### src/rtl/nic_irq_pkg.sv
package nic_irq_pkg;
    localparam int unsigned REG_W   = 8;
    localparam int unsigned SRC_MSK = 6;

    localparam int unsigned B_CMD  = 7;
    localparam int unsigned B_FRM  = 6;
    localparam int unsigned B_CNA  = 5;
    localparam int unsigned B_RNR  = 4;
    localparam int unsigned B_MGT  = 3;
    localparam int unsigned B_SW   = 2;
    localparam int unsigned B_RSV  = 1;
    localparam int unsigned B_PAU  = 0;

    localparam int unsigned M_GLB  = 0;
    localparam int unsigned M_SWT  = 1;

    typedef struct packed {
        logic [REG_W-1:0] bits;
    } stat_st_t;

    typedef struct packed {
        logic [SRC_MSK-1:0] src;
        logic               glb;
        logic               swt;
    } mask_st_t;
endpackage

### src/rtl/nic_irq_evmap.sv
module nic_irq_evmap
    import nic_irq_pkg::*;
(
    input  logic             ev_cmd_done,
    input  logic             ev_frame_rx,
    input  logic             ev_cu_idle,
    input  logic             ev_cu_suspend,
    input  logic             ev_ru_not_ready,
    input  logic             ev_mgmt_done,
    input  logic             ev_pause,
    input  logic             sw_pulse,
    input  logic             cfg_idle_only,
    output logic [REG_W-1:0] set_vec
);
    logic cna_raise;

    always_comb begin
        cna_raise      = ev_cu_idle | (ev_cu_suspend & ~cfg_idle_only);
        set_vec        = '0;
        set_vec[B_CMD] = ev_cmd_done;
        set_vec[B_FRM] = ev_frame_rx;
        set_vec[B_CNA] = cna_raise;
        set_vec[B_RNR] = ev_ru_not_ready;
        set_vec[B_MGT] = ev_mgmt_done;
        set_vec[B_SW]  = sw_pulse;
        set_vec[B_PAU] = ev_pause;
    end
endmodule

### src/rtl/nic_irq_status.sv
module nic_irq_status
    import nic_irq_pkg::*;
(
    input  logic             clk,
    input  logic             rst_n,
    input  logic [REG_W-1:0] set_vec,
    input  logic [REG_W-1:0] ack_vec,
    output logic [REG_W-1:0] status
);
    stat_st_t st_d, st_q;

    always_comb begin
        st_d            = st_q;
        st_d.bits       = (st_q.bits & ~ack_vec) | set_vec;
        st_d.bits[B_RSV] = 1'b0;
    end

    always_ff @(posedge clk) begin
        if (!rst_n) st_q <= '0;
        else        st_q <= st_d;
    end

    assign status = st_q.bits;

    // reserved bit never reads as set
    a_r8_reserved_low: assert property (@(posedge clk) disable iff (!rst_n)
        status[B_RSV] == 1'b0);

    // a set bit survives unless its acknowledge was written
    a_r3_sticky: assert property (@(posedge clk) disable iff (!rst_n)
        1'b1 |=> (((status | $past(ack_vec)) & $past(status)) == $past(status)));

    // an arriving event wins over a same-cycle acknowledge
    a_r4_set_wins: assert property (@(posedge clk) disable iff (!rst_n)
        (|set_vec) |=> ((status & $past(set_vec)) == $past(set_vec)));
endmodule

### src/rtl/nic_irq_mask.sv
module nic_irq_mask
    import nic_irq_pkg::*;
(
    input  logic             clk,
    input  logic             rst_n,
    input  logic             wr_en,
    input  logic [REG_W-1:0] wdata,
    output logic [REG_W-1:0] rd_val,
    output logic [REG_W-1:0] per_bit_mask,
    output logic             glb_mask,
    output logic             sw_pulse
);
    mask_st_t mk_d, mk_q;

    always_comb begin
        mk_d     = mk_q;
        mk_d.swt = 1'b0;
        if (wr_en) begin
            mk_d.src = wdata[REG_W-1:REG_W-SRC_MSK];
            mk_d.glb = wdata[M_GLB];
            mk_d.swt = wdata[M_SWT];
        end
    end

    always_ff @(posedge clk) begin
        if (!rst_n) begin
            mk_q.src <= '0;
            mk_q.glb <= 1'b1;
            mk_q.swt <= 1'b0;
        end else begin
            mk_q <= mk_d;
        end
    end

    always_comb begin
        rd_val                         = '0;
        rd_val[REG_W-1:REG_W-SRC_MSK]  = mk_q.src;
        rd_val[M_GLB]                  = mk_q.glb;
        per_bit_mask                   = '0;
        per_bit_mask[B_CMD]            = mk_q.src[5];
        per_bit_mask[B_FRM]            = mk_q.src[4];
        per_bit_mask[B_CNA]            = mk_q.src[3];
        per_bit_mask[B_RNR]            = mk_q.src[2];
        per_bit_mask[B_MGT]            = mk_q.src[1];
        per_bit_mask[B_PAU]            = mk_q.src[0];
        per_bit_mask[B_RSV]            = 1'b1;
    end

    assign glb_mask = mk_q.glb;
    assign sw_pulse = mk_q.swt;

    // the trigger lasts one cycle unless rewritten
    a_r7_pulse_single: assert property (@(posedge clk) disable iff (!rst_n)
        (sw_pulse && !(wr_en && wdata[M_SWT])) |=> !sw_pulse);
endmodule

### src/rtl/nic_irq_combine.sv
module nic_irq_combine
    import nic_irq_pkg::*;
(
    input  logic             clk,
    input  logic             rst_n,
    input  logic [REG_W-1:0] status,
    input  logic [REG_W-1:0] per_bit_mask,
    input  logic             glb_mask,
    output logic             irq
);
    logic [REG_W-1:0] live;

    always_comb begin
        live = status & ~per_bit_mask;
        irq  = ~glb_mask & (|live);
    end

    // global mask silences the line
    a_r9_glb_quiet: assert property (@(posedge clk) disable iff (!rst_n)
        glb_mask |-> !irq);

    // nothing pending means no request
    a_r10_idle_low: assert property (@(posedge clk) disable iff (!rst_n)
        (status == '0) |-> !irq);
endmodule

### src/rtl/nic_irq_unit.sv
module nic_irq_unit
    import nic_irq_pkg::*;
(
    input  logic       clk,
    input  logic       rst_n,
    input  logic       reg_sel,
    input  logic       reg_wr,
    input  logic [7:0] reg_wdata,
    output logic [7:0] reg_rdata,
    input  logic       ev_cmd_done,
    input  logic       ev_frame_rx,
    input  logic       ev_cu_idle,
    input  logic       ev_cu_suspend,
    input  logic       ev_ru_not_ready,
    input  logic       ev_mgmt_done,
    input  logic       ev_pause,
    input  logic       cfg_idle_only,
    output logic       irq
);
    logic [REG_W-1:0] set_vec, ack_vec, status, mask_rd, pb_mask;
    logic             glb_mask, sw_pulse, mask_wr;

    assign ack_vec = (reg_wr && !reg_sel) ? reg_wdata : '0;
    assign mask_wr = reg_wr && reg_sel;

    nic_irq_evmap u_map (
        .ev_cmd_done(ev_cmd_done), .ev_frame_rx(ev_frame_rx),
        .ev_cu_idle(ev_cu_idle), .ev_cu_suspend(ev_cu_suspend),
        .ev_ru_not_ready(ev_ru_not_ready), .ev_mgmt_done(ev_mgmt_done),
        .ev_pause(ev_pause), .sw_pulse(sw_pulse),
        .cfg_idle_only(cfg_idle_only), .set_vec(set_vec));

    nic_irq_status u_stat (
        .clk(clk), .rst_n(rst_n), .set_vec(set_vec),
        .ack_vec(ack_vec), .status(status));

    nic_irq_mask u_mask (
        .clk(clk), .rst_n(rst_n), .wr_en(mask_wr), .wdata(reg_wdata),
        .rd_val(mask_rd), .per_bit_mask(pb_mask), .glb_mask(glb_mask),
        .sw_pulse(sw_pulse));

    nic_irq_combine u_comb (
        .clk(clk), .rst_n(rst_n), .status(status), .per_bit_mask(pb_mask),
        .glb_mask(glb_mask), .irq(irq));

    assign reg_rdata = reg_sel ? mask_rd : status;

    // suspend reports not-active when idle-only is off
    a_r5_suspend_reports: assert property (@(posedge clk) disable iff (!rst_n)
        (ev_cu_suspend && !cfg_idle_only) |=> status[B_CNA]);

    // software trigger lands on status two edges after the write
    a_r7_sw_lands: assert property (@(posedge clk) disable iff (!rst_n)
        (reg_wr && reg_sel && reg_wdata[M_SWT]) |=> ##1 status[B_SW]);
endmodule

### config.mk
export PLATFORM = sky130hd
export DESIGN_NAME = nic_irq_unit
export DESIGN_NICKNAME = d
export VERILOG_FILES = /design/src/rtl/nic_irq_pkg.sv /design/src/rtl/nic_irq_evmap.sv /design/src/rtl/nic_irq_status.sv /design/src/rtl/nic_irq_mask.sv /design/src/rtl/nic_irq_combine.sv /design/src/rtl/nic_irq_unit.sv
export SDC_FILE = /design/constraint.sdc
export NUM_CORES = 1
export LEC_CHECK = 0
export BUFFER_PORTS_ARGS = -buffer_cell sky130_fd_sc_hd__buf_2
export CAP_MARGIN = 0
export CORE_MARGIN = 1
export CORE_UTILIZATION = 47
export CTS_CLUSTER_DIAMETER = 150
export CTS_CLUSTER_SIZE = 10
export DETAILED_ROUTE_END_ITERATION = 8
export MAX_ROUTING_LAYER = met4
export PLACE_DENSITY = 0.78
export SLEW_MARGIN = 25
export SYNTH_ARGS = -nofsm -noshare
export SYNTH_HDL_FRONTEND = slang
export SYNTH_SLANG_ARGS = --single-unit
### constraint.sdc
create_clock -name clk -period 1.6 [get_ports clk]
set_clock_uncertainty 0.15 [all_clocks]
set_input_delay 0.24 -clock clk [delete_from_list [all_inputs] [get_ports clk]]
set_output_delay 0.24 -clock clk [all_outputs]
set_load 0.03 [all_outputs]
==> results of run 1 <==
## report_power, final
group	leakage, nW	internal, mW	switching [mW]
Combinational	0.255	0.0718	0.0875
Clock	0.0177	0.0927	0.126
Sequential	0.125	0.395	0.0155
## routing by layer
metal	GRT usage (%)	up-vias	share of wire [%]
li1	-	325	-
met1	24.75	305	46
met2	33.98	24	47
met3	6.383	2	5.7
met4	9.677	0	0.82
met5	-	-	0
## worst max path at each step
stage | slack [ps] | to | startpoint | depth (start not counted)
global route | -140 | irq | u_mask.per_bit_mask[7] | 4
floorplan | 200 | irq | u_stat.status[4] | 3
CTS | -110 | irq | u_mask.per_bit_mask[5] | 4
finish | -80 | irq | u_mask.per_bit_mask[7] | 4
global placement | 180 | reg_rdata[0] | reg_sel | 3
detailed placement | 170 | reg_rdata[7] | reg_sel | 3
## logic make-up (layout without fill, tap and decap cells)
logic type / after synthesis / after routing
buffers and inverters: 10 / 38
multiplexers: 7 / 7
other: 1 / 1
AND/OR/NAND/NOR: 21 / 21
AO/OA/AOI/OAI: 24 / 24
flip-flops: 15 / 15
## worst reg2reg max path, cell delays in order, from the launching register on
cell and delay (ps):
dfxtp_1 330, a21boi_2 150, o31a_1 270
## cell usage in the layout, fill, tap and decap left out
| cell | instances |
|---|---|
| buf_2 | 26 |
| dfxtp_1 | 13 |
| a21boi_0 | 12 |
| nand2_1 | 9 |
| nand3_1 | 8 |
| mux2_2 | 7 |
| o21a_1 | 6 |
| inv_1 | 3 |
| clkbuf_4 | 3 |
| inv_2 | 2 |
| a21oi_1 | 2 |
| nor2b_1 | 2 |
| buf_4 | 2 |
| dfxtp_2 | 2 |
| a222oi_1 | 1 |
| a31oi_1 | 1 |
| nor2_1 | 1 |
| nor2b_4 | 1 |
| a21boi_2 | 1 |
| o31a_1 | 1 |
| conb_1 | 1 |
| clkinv_2 | 1 |
| dlygate4sd3_1 | 1 |
## sequential cells by signal, summed over array words and instances (netlist names)
register	count
u_mask.glb_mask	1
u_mask.sw_pulse	1
u_mask.per_bit_mask	6
u_stat.status	7
## repair_timing
action,4_1_cts,5_1_grt
hold endpoints to repair,0,1
hold buffers,0,1
setup buffers,0,0
pin swaps,2,1
gates resized for setup,4,1
setup endpoints to repair,1,1
## per-stage QoR
stage,std cells,util [%]
floorplan,78,-
global placement,116,62.09
detailed placement,116,62.09
CTS,120,64.47
global route,121,65.20
finish,121,65.20
## final cells by class
| class | instances | area, sq um | share of cell area [%] |
|---|---|---|---|
| multi-input cells | 53 | 367.9 | 41.29 |
| flip-flops and latches | 15 | 302.8 | 33.99 |
| repair buffers | 29 | 155.1 | 17.42 |
| clock buffers | 3 | 22.52 | 2.528 |
| inverters | 5 | 18.77 | 2.107 |
| well taps | 15 | 18.77 | 2.107 |
| clock inverters | 1 | 5.005 | 0.5618 |
==> results.yml, run 1 <==
logic_synthesis:
  async_flop_share_pct: 0
  ys_seq_area_share_pct: 41.31
  ys_top_cells_by_area: "dfxtp_1 41%, a21boi_0 12%, mux2_2 11%"
  synth_adder_area_share_pct: 0
  synthCells: 78
  synth_edf_count: 0
  yosysMostFrequentCell: "dfxtp_1"
  yosysTopAreaCellShare_pct: 41.31
  synth_top_family_by_area: "compound AO/OA/AOI/OAI gates"
  yosysTopAreaCell: "dfxtp_1"
  synth_xor_area_share_pct: 0
  synth_common_cells: "15 x dfxtp_1, 12 x a21boi_0, 9 x nand2_1"
  yosys_warnings: 0
  synth_mux_area_share_pct: 10.84
  synth_flop_cell: "dfxtp_1"
  netlist_area_sq_um: 726.9
  synth.avg_cell_area_sq_um: 9.320
  synth_nets: 98
  netlist-cell-type-count: 19
  synth-compound-area-share_pct: 24.96
  synth-seq-cells: 15
  synth_simple_gate_area_share_pct: 14.29
detailed_routing:
  drt_first_pass_iters: 4
  vias_per_cell: 5.421
  routed_wl_microns: 1577
  wl_per_cell_microns: 13.03
  drt_iter0_drc: 16
  route.detailed.drc: 0
  vias: 656
  final_antenna_net_count: 0
place:
  dpl.hpwl_microns: 1139
  dpl_cell_area_sq_um: 848.3
  port_buffers: 27
  place_congestion: 0.6794
  dp_worst_setup_slack_ps: 167.7
floorplan:
  die_w_microns: 41.33
  die_y_microns: 41.33
  start_util_pct: 53.21
  coreArea_sq_mm: 0.001366
  die-area_sq_mm: 0.001708
  rows: 13
  boundaryPins: 29
critical_path:
  cp_data_required_time_ps: 1210
  crit_family: "compound AO/OA/AOI/OAI gates"
  crit_type: "reg -> out"
  arrival_ps: 1290
  worstRegToRegCells: 2
  crit_fanout: 3
  crit_chain: "inv_2 -> a222oi_1 -> a31oi_1 -> buf_4"
  reg2reg_setup_slack_ps: 590
  r2r-start: "u_stat.status[5]"
  cp_slowest_stage_delay_ps: 360
  startpoint_type: "flop"
  path_buf_inv: 2
  cp_slowest_cell: "dfxtp_2"
  r2r_end: "u_stat.status[5]"
  crit_path_end_kind: "output port"
global_route:
  grt_max_degree: 16
  globalRouteOverflowTotal: 0
  grtUsageTotal_pct: 21.35
  antenna_found_initial: 0
  first_global_vias: 552
  grt_pass1_wl_microns: 2249
clock_network:
  numCtsBuffers: 3
  cts-root-buf: "clkbuf_4"
  cts.clk_slew.worst_paths_ps: 90
  clk_latency_ps: 280
  tritoncts: "yes"
  h-tree-depth: 1
  cts_buffer_depth: 2
  clkSinkCount: 15
worst_hold_path:
  worstHoldPathType: "in -> reg"
  min-delay-start: "ev_mgmt_done"
  hold_end: "u_stat.status[3]"
  min_path_cells: 2
finish:
  final_layout_size_suffix_gt1_share_pct: 42.45
  diodes: 0
  finalInstanceArea_sq_um: 890.9
  fillers: 132
  fin_nets: 127
  area_growth_pct: 22.55
timing:
  setup_tns_ps: -76.14
  rsz0062_at_grt: "true"
  fmax_ghz: 0.5966
  hold_ws_ps: 13.76
  setup_ws_ps: -76.14
  drv_slew: 0
  min_period_ps: 1676
  hold_viol_final: 0
  setup_viol: 1
  fin_crit_sh_pct: 104.8
pwr:
  p_total_uw: 788.2
  vdd_drop_max_v: 0.0005498
  total_leakage_power_nw: 0.3979
  p_per_area_mw_per_mm2: 884.8
run_status:
  violations: "setup timing"
  status: "finished with violations"
flow_run:
  drv_cap: 0
No activity file was read; power rests on OpenSTA's default activity.
==> run 2, diff against run 1 <==
--- a/config.mk
+++ b/config.mk
@@ -5,6 +5,7 @@
 export SDC_FILE = /design/constraint.sdc
 export NUM_CORES = 1
 export LEC_CHECK = 0
+export ABC_AREA = 1
 export BUFFER_PORTS_ARGS = -buffer_cell sky130_fd_sc_hd__buf_2
 export CAP_MARGIN = 0
 export CORE_MARGIN = 1
@@ -14,6 +15,7 @@
 export DETAILED_ROUTE_END_ITERATION = 8
 export MAX_ROUTING_LAYER = met4
 export PLACE_DENSITY = 0.78
+export SETUP_SLACK_MARGIN = 0.02
 export SLEW_MARGIN = 25
 export SYNTH_ARGS = -nofsm -noshare
 export SYNTH_HDL_FRONTEND = slang
==> results.yml, run 2 <==
logic_synthesis:
  synth-compound-area-share_pct: 23.62
  synth_xor_area_share_pct: 0
  synth_common_cells: "20 x nand2_1, 15 x dfxtp_1, 12 x inv_1"
  synthCells: 99
  synth.avg_cell_area_sq_um: 7.330
  ys_top_cells_by_area: "dfxtp_1 41%, nand2_1 10%, a21oi_1 7.6%"
  synth_mux_area_share_pct: 0
  ys_seq_area_share_pct: 41.38
  netlist_area_sq_um: 725.7
  yosysTopAreaCellShare_pct: 41.38
  yosysTopAreaCell: "dfxtp_1"
  netlist-cell-type-count: 17
  yosys_warnings: 0
  yosysMostFrequentCell: "nand2_1"
  synth_adder_area_share_pct: 0
  synth_nets: 119
  synth_simple_gate_area_share_pct: 22.59
  synth-seq-cells: 15
  synth_flop_cell: "dfxtp_1"
  synth_top_family_by_area: "compound AO/OA/AOI/OAI gates"
  synth_edf_count: 0
  async_flop_share_pct: 0
detailed_routing:
  drt_first_pass_iters: 4
  wl_per_cell_microns: 11.19
  drt_iter0_drc: 12
  vias: 715
  final_antenna_net_count: 0
  vias_per_cell: 4.965
  routed_wl_microns: 1611
  route.detailed.drc: 0
critical_path:
  crit_path_end_kind: "output port"
  crit_fanout: 3
  worstRegToRegCells: 2
  crit_type: "reg -> out"
  r2r_end: "u_stat.status[6]"
  startpoint_type: "flop"
  startpoint: "u_mask.per_bit_mask[6]"
  arrival_ps: 1160
  r2r-start: "u_stat.status[6]"
  cp_data_required_time_ps: 1210
  reg2reg_setup_slack_ps: 810
global_route:
  first_global_vias: 608
  grt_pass1_wl_microns: 2470
  globalRouteOverflowTotal: 0
  antenna_found_initial: 0
  grtUsageTotal_pct: 23.42
  grt_max_degree: 17
clock_network:
  cts-root-buf: "clkbuf_4"
  clkSinkCount: 15
  tritoncts: "yes"
  numCtsBuffers: 3
  cts.clk_slew.worst_paths_ps: 90
  postCtsHoldBufs: 0
  cts_buffer_depth: 2
  h-tree-depth: 1
  clk_latency_ps: 290
pwr:
  total_leakage_power_nw: 0.4409
  p_per_area_mw_per_mm2: 914.2
  vdd_drop_max_v: 0.0004844
finish:
  mostFrequentLayoutCell: "buf_2"
  diodes: 0
  final_cell_mix: "26 x buf_2, 20 x nand2_1, 11 x dfxtp_1"
  area_growth_pct: 25.00
  largest_reg_flops: 7
  final_layout_size_suffix_gt1_share_pct: 41.86
  final_util_pct: 66.39
  finalInstanceArea_sq_um: 907.1
  fin_nets: 150
worst_hold_path:
  hold_end: "u_stat.status[4]"
  min-delay-start: "ev_ru_not_ready"
  worstHoldPathType: "in -> reg"
  min_path_cells: 3
timing:
  hold_viol_final: 2
  setup_tns_ps: 0
  setup_viol: 0
  hold_ws_ps: -1.662
  fmax_ghz: 0.6432
  fin_crit_sh_pct: 97.18
  rsz0062_at_grt: "false"
  drv_slew: 0
  min_period_ps: 1555
floorplan:
  start_util_pct: 53.11
  coreArea_sq_mm: 0.001366
  die_y_microns: 41.30
  die-area_sq_mm: 0.001705
  rows: 13
  boundaryPins: 29
  die_w_microns: 41.30
run_status:
  status: "finished with violations"
  violations: "hold timing"
place:
  dpl_cell_area_sq_um: 849.6
  port_buffers: 27
  dpl.hpwl_microns: 1140
  place_congestion: 0.7077
flow_run:
  drv_cap: 0
## run 2: cell types whose count changed in the layout (fill, tap and decap cells not counted), sizes merged, moves of 2 or more
cell    before  now
nand3        8    6
a21oi        2   15
o21a         6    0
a21boi      13    0
buf         28   30
nor2b        3    0
o21ai        0   13
mux2         7    0
nand2        9   22
inv          5   13
nor2         1    9
## run 2: per-layer routing
metal | part of all wire, % | wire length (microns) | global-route usage, % | vias to the layer above
li1 | - | - | - | 377
met1 | 46 | 743 | 28.05 | 309
met2 | 47 | 752 | 37.11 | 26
met3 | 6.0 | 96 | 4.787 | 3
met4 | 1.2 | 19 | 12.10 | 0
met5 | 0 | 0 | - | -
## run 2: how the worst max path moves through the flow
stage	endpoint	slack, ps	cells after the start
2_1_floorplan	reg_rdata[2]	180	2
3_3_place_gp	reg_rdata[6]	250	5
3_5_place_dp	reg_rdata[6]	230	5
4_1_cts	irq	20	6
5_1_grt	reg_rdata[4]	20	4
6_report	irq	50	6
## run 2: layout make-up
cell class / instances / area (sq um)
clock buffer: 4 / 26.28
sequential: 15 / 305.3
multi-input combinational: 67 / 347.8
tap: 15 / 18.77
timing repair buffer: 30 / 160.2
inverter: 13 / 48.80
fill: 129 / 459.2
## run 2: cells by family (layout without fill, tap and decap cells)
family                 Yosys count  in the layout
AO/OA/AOI/OAI                   29             29
buffers and inverters           17             47
other                            1              1
AND/OR/NAND/NOR                 37             37
flip-flops                      15             15
## run 2: repair_timing
item	CTS	global route
gates resized for setup	1	11
buffers inserted	0	2
pin swaps	0	1
setup endpoints to repair	1	1
## run 2: where the power goes
group	total [mW]	internal, mW	leakage, nW	switching (mW)
combinational	0.189	0.0696	0.300	0.120
sequential	0.415	0.399	0.126	0.0159
clock	0.225	0.0972	0.0150	0.128
total	0.829	0.566	0.441	0.263
## run 2: per-stage QoR
step | setup slack (ps) | power (mW) | std cells | hold WS (ps)
detailed placement | 226.1 | 0.5971 | 138 | 278.2
global route | 20.73 | 0.8632 | 144 | 28.73
floorplan | 180.6 | 0.5417 | 99 | 165.5
finish | 45.20 | 0.8293 | 144 | -1.662
CTS | 20.55 | 0.8173 | 142 | 0.6883
global placement | 247.7 | 0.5919 | 138 | 270.9
## run 2: worst max-delay path, cell delays in order, from the launching register on
cell and delay (ps):
dfxtp_1 350, inv_2 60, nand2_1 50, nand2_1 60
nor2_2 120, a21oi_2 60, buf_4 160
